### src/rtl/psd_pkg.sv
// Shared widths and types for the pulse-swallow divider.
// Assumes the prescaler pair is a power of two selected by a small code.
package psd_pkg;
    localparam int A_W        = 6;   // swallow counter width
    localparam int B_W        = 13;  // main counter width
    localparam int SEL_W      = 2;   // prescaler select width
    localparam int P_LOG2_MIN = 3;   // smallest pair is 2**3 / 2**3+1
    localparam int MIN_B      = 3;   // smallest legal main count
    localparam int NSEL       = 1 << SEL_W;
    localparam int PC_W       = P_LOG2_MIN + NSEL; // holds the largest P

    typedef logic [A_W-1:0]   a_cnt_t;
    typedef logic [B_W-1:0]   b_cnt_t;
    typedef logic [SEL_W-1:0] sel_t;
    typedef logic [PC_W-1:0]  pc_t;

    typedef struct packed {
        a_cnt_t a;
        b_cnt_t b;
        sel_t   sel;
    } div_cfg_t;
endpackage

### src/rtl/psd_cfg_hold.sv
// Configuration holding stage.
// Checks each load request, keeps legal ones in a pending register and
// hands the prescaler select over only at a division-cycle boundary.
// Assumes boundary is a one-cycle strobe from the swallow counters.
module psd_cfg_hold
    import psd_pkg::*;
#(
    parameter int DEF_A   = 0,
    parameter int DEF_B   = 3,
    parameter int DEF_SEL = 0
) (
    input  logic     clk,
    input  logic     rst_n,
    input  logic     load,
    input  a_cnt_t   a_in,
    input  b_cnt_t   b_in,
    input  sel_t     sel_in,
    input  logic     boundary,
    output div_cfg_t pend,
    output sel_t     act_sel,
    output logic     cfg_err
);
    logic bad_req;

    // Purpose: flag a request that would break the A <= B, B >= MIN_B rule.
    always_comb begin
        bad_req = (b_in < b_cnt_t'(MIN_B)) || (b_cnt_t'(a_in) > b_in);
    end

    // Purpose: capture legal requests and track the error flag.
    always_ff @(posedge clk) begin
        if (!rst_n) begin
            pend.a   <= a_cnt_t'(DEF_A);
            pend.b   <= b_cnt_t'(DEF_B);
            pend.sel <= sel_t'(DEF_SEL);
            cfg_err  <= 1'b0;
        end else if (load) begin
            if (bad_req) begin
                cfg_err <= 1'b1;
            end else begin
                pend.a   <= a_in;
                pend.b   <= b_in;
                pend.sel <= sel_in;
                cfg_err  <= 1'b0;
            end
        end
    end

    // Purpose: switch the prescaler pair only when a cycle ends.
    always_ff @(posedge clk) begin
        if (!rst_n) begin
            act_sel <= sel_t'(DEF_SEL);
        end else if (boundary) begin
            act_sel <= pend.sel;
        end
    end

    // the pending setting is always a legal one
    p_pend_legal_r5: assert property (@(posedge clk) disable iff (!rst_n)
        (pend.b >= b_cnt_t'(MIN_B)) && (b_cnt_t'(pend.a) <= pend.b));

    // a rejected request raises the flag on the next cycle
    p_reject_flag_r5: assert property (@(posedge clk) disable iff (!rst_n)
        (load && bad_req) |=> cfg_err);

    // a legal request clears the flag on the next cycle
    p_accept_clear_r6: assert property (@(posedge clk) disable iff (!rst_n)
        (load && !bad_req) |=> !cfg_err);

    // the active pair never moves outside a boundary
    p_sel_hold_r4: assert property (@(posedge clk) disable iff (!rst_n)
        !boundary |=> $stable(act_sel));
endmodule

### src/rtl/psd_prescaler.sv
// Synchronous dual-modulus prescaler.
// Divides the input clock by P or P+1 and emits a one-cycle tick at the
// last input cycle of each period. Assumes mod and sel change only on the
// edge at which a tick is issued.
module psd_prescaler
    import psd_pkg::*;
(
    input  logic clk,
    input  logic rst_n,
    input  sel_t sel,
    input  logic mod,
    output logic tick
);
    pc_t mod_tab [NSEL];
    pc_t p_val;
    pc_t lim;
    pc_t pc;

    // One modulus per select code: P = 2**(P_LOG2_MIN + code).
    for (genvar g = 0; g < NSEL; g++) begin : g_modulus
        assign mod_tab[g] = pc_t'(1) << (P_LOG2_MIN + g);
    end

    // Purpose: pick the terminal count for the current period.
    always_comb begin
        p_val = mod_tab[sel];
        lim   = mod ? p_val : (p_val - pc_t'(1));
        tick  = (pc == lim);
    end

    // Purpose: count input cycles within one prescaler period.
    always_ff @(posedge clk) begin
        if (!rst_n) begin
            pc <= '0;
        end else if (tick) begin
            pc <= '0;
        end else begin
            pc <= pc + pc_t'(1);
        end
    end

    // the period counter never runs past P+1 states
    p_pc_bound_r1: assert property (@(posedge clk) disable iff (!rst_n)
        pc <= p_val);
endmodule

### src/rtl/psd_swallow.sv
// Swallow (A) and main (B) counters.
// Both count prescaler periods. A holds the prescaler at P+1 while
// nonzero; the period in which B is at one closes the division cycle,
// and both counters then reload from the pending setting.
// Assumes the reload values already satisfy A <= B and B >= 3.
module psd_swallow
    import psd_pkg::*;
#(
    parameter int DEF_A = 0,
    parameter int DEF_B = 3
) (
    input  logic   clk,
    input  logic   rst_n,
    input  logic   tick,
    input  a_cnt_t rl_a,
    input  b_cnt_t rl_b,
    output logic   mod_ctl,
    output logic   boundary
);
    a_cnt_t a_rem;
    b_cnt_t b_rem;
    logic   last_period;

    // Purpose: decode modulus and cycle end from the remaining counts.
    always_comb begin
        last_period = (b_rem == b_cnt_t'(1));
        boundary    = tick && last_period;
        mod_ctl     = (a_rem != '0);
    end

    // Purpose: step both counters once per prescaler period.
    always_ff @(posedge clk) begin
        if (!rst_n) begin
            a_rem <= a_cnt_t'(DEF_A);
            b_rem <= b_cnt_t'(DEF_B);
        end else if (tick) begin
            if (last_period) begin
                a_rem <= rl_a;
                b_rem <= rl_b;
            end else begin
                b_rem <= b_rem - b_cnt_t'(1);
                if (a_rem != '0) begin
                    a_rem <= a_rem - a_cnt_t'(1);
                end
            end
        end
    end

    // the swallow count never exceeds the periods left
    p_a_le_b_r3: assert property (@(posedge clk) disable iff (!rst_n)
        b_cnt_t'(a_rem) <= b_rem);

    // the main counter never sits at zero
    p_b_nonzero_r1: assert property (@(posedge clk) disable iff (!rst_n)
        b_rem != '0);

    // after the last period the modulus matches the reloaded A
    p_mod_reload_r3: assert property (@(posedge clk) disable iff (!rst_n)
        boundary |=> (mod_ctl == ($past(rl_a) != '0)));
endmodule

### src/rtl/pulse_swallow_divider.sv
// Top of the pulse-swallow feedback divider: N = B*P + A.
// Ties the configuration stage, prescaler and swallow counters together
// and registers the output pulse. Assumes clk is the clock to be divided.
module pulse_swallow_divider #(
    parameter int DEF_A   = 0,
    parameter int DEF_B   = 3,
    parameter int DEF_SEL = 0
) (
    input  logic                        clk,
    input  logic                        rst_n,
    input  logic [psd_pkg::A_W-1:0]     a_val,
    input  logic [psd_pkg::B_W-1:0]     b_val,
    input  logic [psd_pkg::SEL_W-1:0]   psel,
    input  logic                        load,
    output logic                        div_out,
    output logic                        mod_ctl,
    output logic                        cfg_err
);
    import psd_pkg::*;

    div_cfg_t pend;
    sel_t     act_sel;
    logic     tick;
    logic     boundary;

    psd_cfg_hold #(
        .DEF_A   (DEF_A),
        .DEF_B   (DEF_B),
        .DEF_SEL (DEF_SEL)
    ) u_cfg (
        .clk      (clk),
        .rst_n    (rst_n),
        .load     (load),
        .a_in     (a_val),
        .b_in     (b_val),
        .sel_in   (psel),
        .boundary (boundary),
        .pend     (pend),
        .act_sel  (act_sel),
        .cfg_err  (cfg_err)
    );

    psd_prescaler u_presc (
        .clk   (clk),
        .rst_n (rst_n),
        .sel   (act_sel),
        .mod   (mod_ctl),
        .tick  (tick)
    );

    psd_swallow #(
        .DEF_A (DEF_A),
        .DEF_B (DEF_B)
    ) u_swallow (
        .clk      (clk),
        .rst_n    (rst_n),
        .tick     (tick),
        .rl_a     (pend.a),
        .rl_b     (pend.b),
        .mod_ctl  (mod_ctl),
        .boundary (boundary)
    );

    // Purpose: register the cycle-end strobe as a clean output pulse.
    always_ff @(posedge clk) begin
        if (!rst_n) begin
            div_out <= 1'b0;
        end else begin
            div_out <= boundary;
        end
    end

    // the output pulse lasts a single input cycle
    p_pulse_single_r2: assert property (@(posedge clk) disable iff (!rst_n)
        div_out |=> !div_out);

    // a new cycle never opens with a period still pending from the last
    p_pulse_from_tick_r3: assert property (@(posedge clk) disable iff (!rst_n)
        $rose(div_out) |-> $past(tick));
endmodule

### config.mk
export PLATFORM = sky130hd
export DESIGN_NAME = pulse_swallow_divider
export DESIGN_NICKNAME = d
export VERILOG_FILES = /design/src/rtl/psd_pkg.sv /design/src/rtl/psd_cfg_hold.sv /design/src/rtl/psd_prescaler.sv /design/src/rtl/psd_swallow.sv /design/src/rtl/pulse_swallow_divider.sv
export SDC_FILE = /design/constraint.sdc
export NUM_CORES = 1
export LEC_CHECK = 0
export ABC_AREA = 0
export BUFFER_PORTS_ARGS = -buffer_cell sky130_fd_sc_hd__clkbuf_2
export CORE_ASPECT_RATIO = 1.75
export CORE_UTILIZATION = 40
export DETAILED_ROUTE_END_ITERATION = 10
export HOLD_SLACK_MARGIN = 0.08
export MAX_ROUTING_LAYER = met4
export SLEW_MARGIN = 10
export SYNTH_ARGS = -nofsm -noshare
export SYNTH_HDL_FRONTEND = slang
export SYNTH_SLANG_ARGS = --single-unit
### constraint.sdc
create_clock -name clk -period 2.45 [get_ports clk]
set_input_delay 0.49 -clock clk [delete_from_list [all_inputs] [get_ports clk]]
set_output_delay 0.49 -clock clk [all_outputs]
set_load 0.02 [all_outputs]
==> results of run 1 <==
[worst max path at each step]
stage | startpoint | endpoint | slack, ps | cells past startpoint
after floorplan | b_val[1] | u_cfg.pend[15] | 270 | 9
after global placement | b_val[1] | u_cfg.pend[0] | -220 | 9
after detailed placement | b_val[1] | u_cfg.pend[17] | -310 | 9
after CTS | u_swallow.a_rem[1] | u_swallow.a_rem[0] | 150 | 8
after global routing | u_swallow.a_rem[1] | u_swallow.b_rem[11] | 10 | 9
final | u_swallow.a_rem[1] | u_swallow.a_rem[0] | 180 | 8
[cell usage in the layout (no fill, tap or decap), types with 2 or more instances in the layout]
cell type / synthesis / layout
a22oi_1: 2 / 2
nor2_1: 15 / 15
dfxtp_1: 51 / 51
nor2b_1: 2 / 2
and2_1: 2 / 2
a211oi_1: 2 / 2
o311ai_0: 2 / 2
o211ai_1: 11 / 11
or3_1: 5 / 5
nor4_1: 3 / 3
inv_1: 15 / 15
nor3_1: 9 / 9
and3_1: 6 / 6
nor4_2: 2 / 2
o31ai_1: 8 / 8
xor2_1: 2 / 2
nor3b_1: 3 / 3
ha_1: 11 / 11
buf_4: 2 / 25
o2111ai_1: 2 / 2
nand2_1: 63 / 63
a21oi_1: 26 / 26
nand4_1: 2 / 2
mux2i_1: 20 / 20
nand2b_1: 2 / 2
clkbuf_16: 0 / 5
xnor2_1: 3 / 3
o21ai_0: 14 / 14
a31oi_1: 4 / 4
o32ai_1: 3 / 3
o41ai_1: 2 / 2
clkbuf_2: 0 / 26
nand3_1: 6 / 6
and3b_1: 2 / 2
[state kept, by name, summed over array words and instances (netlist names)]
name / flops
div_out: 1
u_cfg.pend: 21
u_cfg.cfg_err: 1
u_swallow.a_rem: 6
u_cfg.act_sel: 2
u_presc.pc: 7
u_swallow.b_rem: 13
[cell families (layout without fill, tap and decap cells)]
kind of cell	count (synthesis)	in the layout	synth area share
buffers and inverters	36	73	0.0554
adder cells (fa/ha/maj)	11	11	0.0488
multiplexers	20	20	0.0709
AO/OA/AOI/OAI	90	90	0.219
XOR/XNOR	5	5	0.0155
AND/OR/NAND/NOR	130	130	0.229
flip-flops	51	51	0.362
[synthesized netlist by cell type (3+ instances only)]
library cell | n | area share
nor2_1 | 15 | 0.020
o31ai_1 | 8 | 0.021
clkbuf_1 | 12 | 0.016
nor3b_1 | 3 | 0.0080
mux2i_1 | 20 | 0.071
nand3_1 | 6 | 0.011
o21ai_0 | 14 | 0.025
a31oi_1 | 4 | 0.0089
o32ai_1 | 3 | 0.0093
and3_1 | 6 | 0.013
nand2_1 | 63 | 0.084
a21oi_1 | 26 | 0.046
buf_2 | 5 | 0.0089
nor4_1 | 3 | 0.0066
xnor2_1 | 3 | 0.0093
dfxtp_1 | 51 | 0.36
o211ai_1 | 11 | 0.029
nor3_1 | 9 | 0.016
inv_1 | 15 | 0.020
or3_1 | 5 | 0.011
ha_1 | 11 | 0.049
[area by class of cell]
class / count / area [sq um]
tap: 84 / 105
fill: 678 / 3550
clock buffer: 6 / 129
multi-input combinational: 256 / 1660
inverter: 15 / 56.3
timing repair buffer: 52 / 338
sequential: 51 / 1020
[power by group through the flow]
| stage | logic, W | registers (W) | clock network, W |
|---|---|---|---|
| finish | 0.000148 | 0.000878 | 0.000659 |
| global route | 0.000168 | 0.000881 | 0.000709 |
| CTS | 0.000149 | 0.000878 | 0.000675 |
| detailed placement | 0.000148 | 0.000897 | 0 |
| global placement | 0.000145 | 0.000896 | 0 |
| floorplan | 0.0000928 | 0.000891 | 0 |
[critical path: stages, from the launching register on]
cell and delay [ps]:
dfxtp_1 370, inv_1 70, ha_1 230, a2111oi_1 380, buf_4 190, o2bb2ai_1 180, o21ai_4 190, o21bai_1 290
a31o_2 280
[metrics by stage]
stage	hold slack [ps]	TNS, ps	utilization	power (W)	cell area, sq um
2_1_floorplan	422	0	-	0.000983	2820
3_3_place_gp	443	-3610	0.462	0.00104	3170
3_5_place_dp	448	-4850	0.462	0.00104	3170
4_1_cts	425	0	0.481	0.00170	3300
5_1_grt	439	0	0.482	0.00176	3310
6_report	425	0	0.482	0.00168	3310
[routing by layer]
layer | global-route usage | part of all wire | up-vias
met1 | 0.220 | 0.41 | 1207
met5 | - | 0 | -
met4 | 0.0768 | 0.021 | 0
met2 | 0.376 | 0.55 | 33
met3 | 0.0353 | 0.023 | 10
li1 | - | - | 1313
==> parameters.txt, run 1 <==
Parameter                              Value

Min path
  Min-delay src    psel[1]
  Endpoint of the worst hold path    u_cfg.pend[1]
  Class of the tightest hold or removal check    in2reg
  Cell count of the worst hold path    3

Cells and area
  Area growth from synthesis to layout    17.2%
  Post-route non-filler standard cell count    464
  Number of nets in the layout    416
  Antenna cell count    0
  Fraction of layout instances using a drive strength above 1    0.182

Power
  Switching pwr    0.000392 W
  Power per cell area    509 mW/mm^2
  Static leakage power    1.37 nW
  Internal portion of total power    0.00129 W
  Share of total power in the clock network    0.391
  Switching share of power    0.233
  Maximum resistive drop on vdd    0.428 mV
  Proportion of power drawn by combinational gates    0.088
  Part of the total power dissipated in sequential elements    0.521

Timing
  Fin crit period    2270 ps
  PnR worst setup slack    175 ps
  Final worst-path cycle share    0.928
  Maximum frequency from static timing analysis    440 MHz
  Final Max Slew Viols    0
  Total count of hold-check failures in the final report    0
  Worst clock skew    3.14 ps
  Measured slew at the worst slew-check pin    695 ps
  Setup repair after global routing missed its margin    false
  Total of endpoints with negative setup slack in the final report    0
  Relative max-transition margin    0.536

Worst setup path
  Critical Path Sink Type    flop
  Endpoint of the worst-slack reg-to-reg timing path    u_swallow.a_rem[0]
  Startpoint kind of the worst setup timing path    flop
  Kind of critical path    reg2reg
  Signal arrival time at the worst endpoint    2460 ps
  Critical R2R Launch    u_swallow.a_rem[1]
  R2R cell count    8
  Reg2Reg Setup Slack    180 ps
  Largest driver fanout on the critical path    15
  Required time of the critical path    2640 ps

Synth
  Proportion of synthesized chip area in sequential cells    0.362
  Number of cells produced by synthesis    343
  Number of synthesized flops with an enable pin    0
  Per-instance average area after synthesis    8.23 sq um
  Synthesis Warnings    0
  Number of different library cells in the post-synthesis netlist    58
  Cell area after synthesis    0.00282 sq mm
  Top_reg_cell synth    dfxtp_1
  Flops & latches, synth    51
  Fraction of registers with async set or reset after synthesis    0
  Synthesized Nets    378

Route
  TritonRoute pass-1 iters    4
  Ratio of routed vias to standard cells    5.52
  Post-route antenna net violation count    0
  Routed length per placed instance    14.3 um
  Detailed Route WL    6.65 mm
  Via total after detailed routing    2563
  DR iter-0 viols    64
  DRC violations left    0

Global routing
  Antenna violations before repair    0
  All-Layer GR Usage    0.208
  Largest net degree at the start of global routing    55
  First-pass GRT wire length    11.8 mm
  Number of global-route vias before repair    2547
  Total congestion overflow    0

Floorplan
  Core region area    0.00686 sq mm
  Die footprint    0.00741 sq mm
  Top-level port count    27
  Site Rows    40
  Die span in y    113 um
  DIE WIDTH    65.5 um
  Initial standard-cell utilization of the core    0.412

Clock network
  Hold-fix buffers at CTS    0
  Largest buffer count on any clock path    2
  Clock edge transition at the registers on the reported setup and hold paths    60 ps
  Number of buffers inserted by post-CTS setup repair    0
  Quantity of gates resized following cts    1
  Number of clock buffers inserted by TritonCTS    5
  Number of H-tree levels    2
  Master cell of the clock root buffer    clkbuf_16
  Sinks on the clock net    51
  Clock tree from TritonCTS    done
  Worst-Skew Late Latency    290 ps

Placed design
  Post-detail-place hpwl    4.92 mm
  Placer's final routability congestion estimate    0.793
  Input/output buffers    26
  Instance count after placement with tap cells included    458
  Post-place setup slack    -312 ps

Flow run
  MaxCap Viol Count    0

Status
  Status    finished clean
Note: power is estimated with default switching activity, not from simulation.
==> run 2, diff against run 1 <==
--- a/config.mk
+++ b/config.mk
@@ -8,10 +8,11 @@
 export ABC_AREA = 0
 export BUFFER_PORTS_ARGS = -buffer_cell sky130_fd_sc_hd__clkbuf_2
 export CORE_ASPECT_RATIO = 1.75
-export CORE_UTILIZATION = 40
+export CORE_UTILIZATION = 47
 export DETAILED_ROUTE_END_ITERATION = 10
 export HOLD_SLACK_MARGIN = 0.08
 export MAX_ROUTING_LAYER = met4
+export PLACE_DENSITY = 0.66
 export SLEW_MARGIN = 10
 export SYNTH_ARGS = -nofsm -noshare
 export SYNTH_HDL_FRONTEND = slang
==> parameters.txt, run 2 (synthesized netlist as in run 1, its figures left out) <==
Parameter                              Value

Min path
  Min-delay src    psel[0]
  Cell count of the worst hold path    3 (unchanged)
  Class of the tightest hold or removal check    in2reg
  Endpoint of the worst hold path    u_cfg.pend[0]

Cells and area
  Antenna cell count    0 (unchanged)
  Number of nets in the layout    421 (+1.2%)
  Fillcell total    576 (-15%)
  Fraction of layout instances using a drive strength above 1    0.196 (+0.0148)
  Commonest cells after routing, fill and taps aside    63 x nand2_1, 51 x dfxtp_1, 31 x buf_4
  Number of flip-flops in the largest register    21 (unchanged)
  Most common cell after layout, fill and taps aside    nand2_1
  Area growth from synthesis to layout    16.3%
  Top register by number of flip-flops    u_cfg.pend
  Biggest registers after layout    u_cfg.pend x21, u_swallow.b_rem x13, u_presc.pc x7

Floorplan
  Die span in y    105 um (-7.6%)
  Die footprint    0.00633 sq mm (-15%)
  Site Rows    37 (-7.5%)
  Top-level port count    27 (unchanged)
  Core region area    0.00583 sq mm (-15%)
  DIE WIDTH    60.6 um (-7.5%)
  Initial standard-cell utilization of the core    0.484 (+0.0722)

Clock network
  Number of H-tree levels    2 (unchanged)
  Clock edge transition at the registers on the reported setup and hold paths    90 ps (+30 ps)
  Largest buffer count on any clock path    2 (unchanged)
  Sinks on the clock net    51 (unchanged)
  Number of clock buffers inserted by TritonCTS    5 (unchanged)
  Master cell of the clock root buffer    clkbuf_8
  Worst-Skew Late Latency    300 ps (about the same)
  Clock tree from TritonCTS    done
  Hold-fix buffers at CTS    0 (unchanged)

Timing
  Maximum frequency from static timing analysis    440 MHz (about the same)
  Measured slew at the worst slew-check pin    667 ps (-28.0 ps)
  Final Max Slew Viols    0 (unchanged)
  Worst clock skew    7.41 ps (+4.27 ps)
  Total of endpoints with negative setup slack in the final report    0 (unchanged)
  Fin crit period    2270 ps (-1.13 ps)
  Final worst-path cycle share    0.928 (about the same)
  Setup repair after global routing missed its margin    false
  Hold Worst Slack    420 ps (-4.69 ps)
  Relative max-transition margin    0.555 (+0.0187)
  Total count of hold-check failures in the final report    0 (unchanged)

Worst setup path
  Required time of the critical path    2610 ps (-30 ps)
  Signal arrival time at the worst endpoint    2440 ps (-20 ps)
  Reg2Reg Setup Slack    180 ps (about the same)
  Startpoint kind of the worst setup timing path    flop
  Critical R2R Launch    u_swallow.a_rem[1]
  Kind of critical path    reg2reg
  Critical-path cell list    inv_1, ha_1, a2111oi_1, buf_4, o2bb2ai_1, o21ai_4, buf_4, o31ai_1, a21oi_1
  Critical Path Sink Type    flop
  Slowest-stage cell, CP    dfxtp_1
  R2R cell count    9 (+1)
  Max incr delay on CP    380 ps (about the same)
  Cell seen most often among critical-path stages    buf_4
  Largest driver fanout on the critical path    8 (-7)
  Endpoint of the worst-slack reg-to-reg timing path    u_swallow.b_rem[11]

Route
  DR iter-0 viols    101 (+58%)
  Ratio of routed vias to standard cells    5.51 (-0.25%)
  Amount of wire on met3 after detailed routing    111 um (-27%)
  Detailed Route WL    6.40 mm (-3.8%)
  DRC violations left    0 (unchanged)
  Met2 Wirelength    3.55 mm (-2.7%)
  Routed length per placed instance    13.8 um (-4.0%)
  Post-route antenna net violation count    0 (unchanged)
  WL met1    2.67 mm (-1.5%)
  Top routing layer in use    met4
  TritonRoute pass-1 iters    4 (unchanged)
  Via total after detailed routing    2562 (-0.039%)

Placed design
  Input/output buffers    26 (unchanged)
  Post-detail-place hpwl    4.75 mm (-3.5%)
  Placer's final routability congestion estimate    0.759 (-4.4%)

Global routing
  Number of global-route vias before repair    2502 (-1.8%)
  First-pass GRT wire length    10.9 mm (-7.3%)
  Antenna violations before repair    0 (unchanged)
  All-Layer GR Usage    0.224 (+0.0162)
  Total congestion overflow    0 (unchanged)
  Largest net degree at the start of global routing    55 (unchanged)

Power
  Power per cell area    456 mW/mm^2 (-10%)
  Total power after layout    0.00150 W (-11%)
  Maximum resistive drop on vdd    0.408 mV (-4.9%)
  Static leakage power    1.36 nW (-0.25%)

Flow run
  MaxCap Viol Count    0 (unchanged)

Status
  Status    finished clean
run 2: cell types whose count changed in the layout (fill, tap and decap cells not counted):
| cell | change |
|---|---|
| clkbuf_16 | -5 |
| buf_4 | +6 |
| clkinvlp_4 | +1 |
| clkbuf_8 | +5 |
| buf_12 | -1 |
| clkinv_2 | +1 |
run 2: worst max-delay path by stage:
stage,from,depth (start not counted),end
2_1_floorplan,b_val[1],9,u_cfg.pend[15]
3_5_place_dp,b_val[1],9,u_cfg.pend[0]
6_report,u_swallow.a_rem[1],9,u_swallow.b_rem[11]
3_3_place_gp,b_val[1],9,u_cfg.pend[1]
5_1_grt,u_swallow.a_rem[1],9,u_swallow.b_rem[11]
4_1_cts,b_val[1],9,u_cfg.pend[10]
run 2: final cells by class:
| class | instances | area [sq um] | share of cell area |
|---|---|---|---|
| timing repair buffer | 57 | 363 | 0.111 |
| clock buffer | 6 | 72.6 | 0.0221 |
| clock inverter | 2 | 12.5 | 0.00381 |
| multi-input combinational | 256 | 1660 | 0.506 |
| sequential | 51 | 1020 | 0.311 |
| tap | 78 | 97.6 | 0.0297 |
| inverter | 15 | 56.3 | 0.0172 |
run 2: worst max-delay path: cells and delay by family, from the launching register on:
family	cells	cell delay, ps
adder cells (fa/ha/maj)	1	220
buffers and inverters	3	440
flip-flops	1	380
AO/OA/AOI/OAI	5	1090
run 2: per-stage QoR:
stage,setup slack [ps],cells,instance area [sq um],util,setup TNS [ps]
after floorplan,273,343,2820,-,0
after global placement,-199,455,3170,0.543,-3280
after detailed placement,-298,455,3170,0.543,-4750
after CTS,8.34,463,3250,0.558,0
after global routing,8.75,465,3280,0.563,0
final,176,465,3280,0.563,0
run 2: repair_timing:
action                     4_1_cts  5_1_grt
setup buffers                    0        2
gates resized for setup          0        3
setup endpoints to repair        0       35
run 2: power by group:
| part | switching (W) | internal (W) |
|---|---|---|
| Combinational | 0.0000818 | 0.0000676 |
| Sequential | 0.0000191 | 0.000857 |
| Clock | 0.000271 | 0.000200 |
| Total | 0.000372 | 0.00113 |
run 2: routing by layer:
layer | GRT usage | vias up
met5 | - | -
met3 | 0.0274 | 6
met4 | 0.0714 | 0
met2 | 0.399 | 26
li1 | - | 1318
met1 | 0.248 | 1212
==> run 3, diff against run 2 <==
==> constraint.sdc (replaced) <==
create_clock -name clk -period 2.34 [get_ports clk]
set_input_delay 0.468 -clock clk [delete_from_list [all_inputs] [get_ports clk]]
set_output_delay 0.468 -clock clk [all_outputs]
set_load 0.02 [all_outputs]
==> parameters.txt, run 3 (synthesized netlist as in run 1, its figures left out) <==
Parameter                              Value

Timing
  Maximum frequency from static timing analysis    459 MHz (+4.4%)
  Total of endpoints with negative setup slack in the final report    0 (unchanged)
  Final worst-path cycle share    0.931 (+0.00254)
  Fin crit period    2180 ps (-96.1 ps)
  Final Max Slew Viols    0 (unchanged)
  Setup TNS    0 ps (unchanged)
  Relative max-transition margin    0.531 (-0.0241)
  Worst clock skew    8.03 ps (+0.620 ps)
  Measured slew at the worst slew-check pin    703 ps (+36.1 ps)
  Total count of hold-check failures in the final report    0 (unchanged)
  Setup repair after global routing missed its margin    false

Global routing
  Global routing usage on met3    0.0299 (+0.00249)
  Number of global-route vias before repair    2463 (-1.6%)
  Antenna violations before repair    0 (unchanged)
  Gr busiest metal    met2
  M2 GR Usage    0.395 (-0.00392)
  Total congestion overflow    0 (unchanged)
  All-Layer GR Usage    0.231 (+0.00660)
  Global-route met1 utilization    0.266 (+0.0174)
  First-pass GRT wire length    11.0 mm (+0.82%)
  Largest net degree at the start of global routing    55 (unchanged)

Cells and area
  Number of nets in the layout    434 (+3.1%)
  Antenna cell count    0 (unchanged)
  Fillcell total    569 (-1.2%)
  Fraction of layout instances using a drive strength above 1    0.230 (+0.0336)
  Commonest cells after routing, fill and taps aside    63 x nand2_1, 51 x dfxtp_1, 42 x buf_4
  Multi-input gate area in the final layout    0.00168 sq mm (+1.2%)
  Sequential Area    0.00102 sq mm (unchanged)
  Most common cell after layout, fill and taps aside    nand2_1
  Area growth from synthesis to layout    21.8%
  Top register by number of flip-flops    u_cfg.pend
  Number of flip-flops in the largest register    21 (unchanged)
  Biggest registers after layout    u_cfg.pend x21, u_swallow.b_rem x13, u_presc.pc x7

Power
  Total power after layout    0.00172 W (+15%)
  Power per cell area    499 mW/mm^2 (+9.5%)
  Static leakage power    1.45 nW (+6.5%)
  Switching pwr    0.000397 W (+6.8%)
  Switching share of power    0.231 (-0.0170)
  Proportion of power drawn by combinational gates    0.095 (-0.005)
  Internal portion of total power    0.00132 W (+17%)
  Maximum resistive drop on vdd    0.567 mV (+39%)
  Share of total power in the clock network    0.371 (+0.056)
  Part of the total power dissipated in sequential elements    0.534 (-0.051)

Worst setup path
  Required time of the critical path    2550 ps (-60 ps)
  Startpoint kind of the worst setup timing path    flop
  Critical Path Sink Type    flop
  Reg2Reg Setup Slack    160 ps (about the same)
  Largest driver fanout on the critical path    7 (-1)
  Signal arrival time at the worst endpoint    2390 ps (-50 ps)
  Kind of critical path    reg2reg

Floorplan
  DIE WIDTH    60.6 um (unchanged)
  Top-level port count    27 (unchanged)
  Initial standard-cell utilization of the core    0.484 (unchanged)
  Die span in y    105 um (unchanged)
  Site Rows    37 (unchanged)
  Core region area    0.00583 sq mm (unchanged)
  Die footprint    0.00633 sq mm (unchanged)

Route
  Ratio of routed vias to standard cells    5.52 (+0.24%)
  Post-route antenna net violation count    0 (unchanged)
  DRC violations left    0 (unchanged)
  Detailed Route WL    6.60 mm (+3.2%)
  TritonRoute pass-1 iters    4 (unchanged)
  Via total after detailed routing    2640 (+3.0%)
  Routed length per placed instance    13.8 um (+0.37%)
  DR iter-0 viols    93 (-7.9%)

Clock network
  Number of H-tree levels    2 (unchanged)
  Master cell of the clock root buffer    clkbuf_8
  Clock tree from TritonCTS    done
  Worst-Skew Late Latency    310 ps (about the same)
  Number of clock buffers inserted by TritonCTS    5 (unchanged)
  Largest buffer count on any clock path    2 (unchanged)
  Clock edge transition at the registers on the reported setup and hold paths    90 ps (about the same)
  Sinks on the clock net    51 (unchanged)

Placed design
  Post-detail-place hpwl    4.78 mm (+0.56%)
  Input/output buffers    26 (unchanged)
  Placer's final routability congestion estimate    0.802 (+5.7%)

Flow run
  MaxCap Viol Count    0 (unchanged)

Min path
  Class of the tightest hold or removal check    in2reg

Status
  Status    finished clean
[run 3: power groups by stage]
stage               registers [W]  logic [W]  clock network [W]
finish                   0.000917   0.000163           0.000637
global placement         0.000936   0.000158                  0
floorplan                0.000932  0.0000972                  0
detailed placement       0.000937   0.000162                  0
global route             0.000922   0.000184           0.000683
CTS                      0.000917   0.000164           0.000647
[run 3: repair_timing]
item                       CTS  global route
resized for setup            4             1
cloned                       0             1
setup buffers                0             4
hold buffers                 0             0
hold endpoints to repair     0             0
setup endpoints to repair   37             7
[run 3: per-stage QoR]
stage | instances | util | hold slack, ps | setup WS (ps) | instance area [sq um]
2_1_floorplan | 343 | - | 422 | 185 | 2820
3_3_place_gp | 465 | 0.558 | 439 | -292 | 3260
3_5_place_dp | 465 | 0.558 | 446 | -364 | 3260
4_1_cts | 473 | 0.582 | 374 | 57.6 | 3390
5_1_grt | 478 | 0.589 | 386 | 14.2 | 3440
6_report | 478 | 0.589 | 375 | 162 | 3440
[run 3: worst paths after layout]
| path | from | endpoint | cells after the start |
|---|---|---|---|
| min | psel[0] | u_cfg.pend[0] | 3 |
| max reg2reg | u_swallow.a_rem[0] | u_swallow.a_rem[0] | 8 |
| min reg2reg | u_cfg.pend[5] | u_cfg.pend[5] | 2 |
| max | u_swallow.a_rem[0] | u_swallow.a_rem[0] | 8 |
[run 3: final cells by class]
cell class | instances | area share
inverters | 15 | 0.0164
clock buffers | 6 | 0.0240
flip-flops and latches | 51 | 0.297
multi-input cells | 257 | 0.489
repair buffers | 69 | 0.135
clock inverters | 2 | 0.0102
well taps | 78 | 0.0284
[run 3: routing by layer]
metal / part of all wire / up-vias
met3: 0.028 / 8
met5: 0 / -
met1: 0.41 / 1240
li1: - / 1345
met2: 0.55 / 47
met4: 0.016 / 0
[run 3: critical path, cell delays in order (launching register included)]
cell and delay [ps]:
dfxtp_1 360, inv_1 70, ha_1 260, a2111oi_2 340, buf_4 170, o2bb2ai_2 170, o21ai_4 150, o21bai_1 270
a31o_2 280
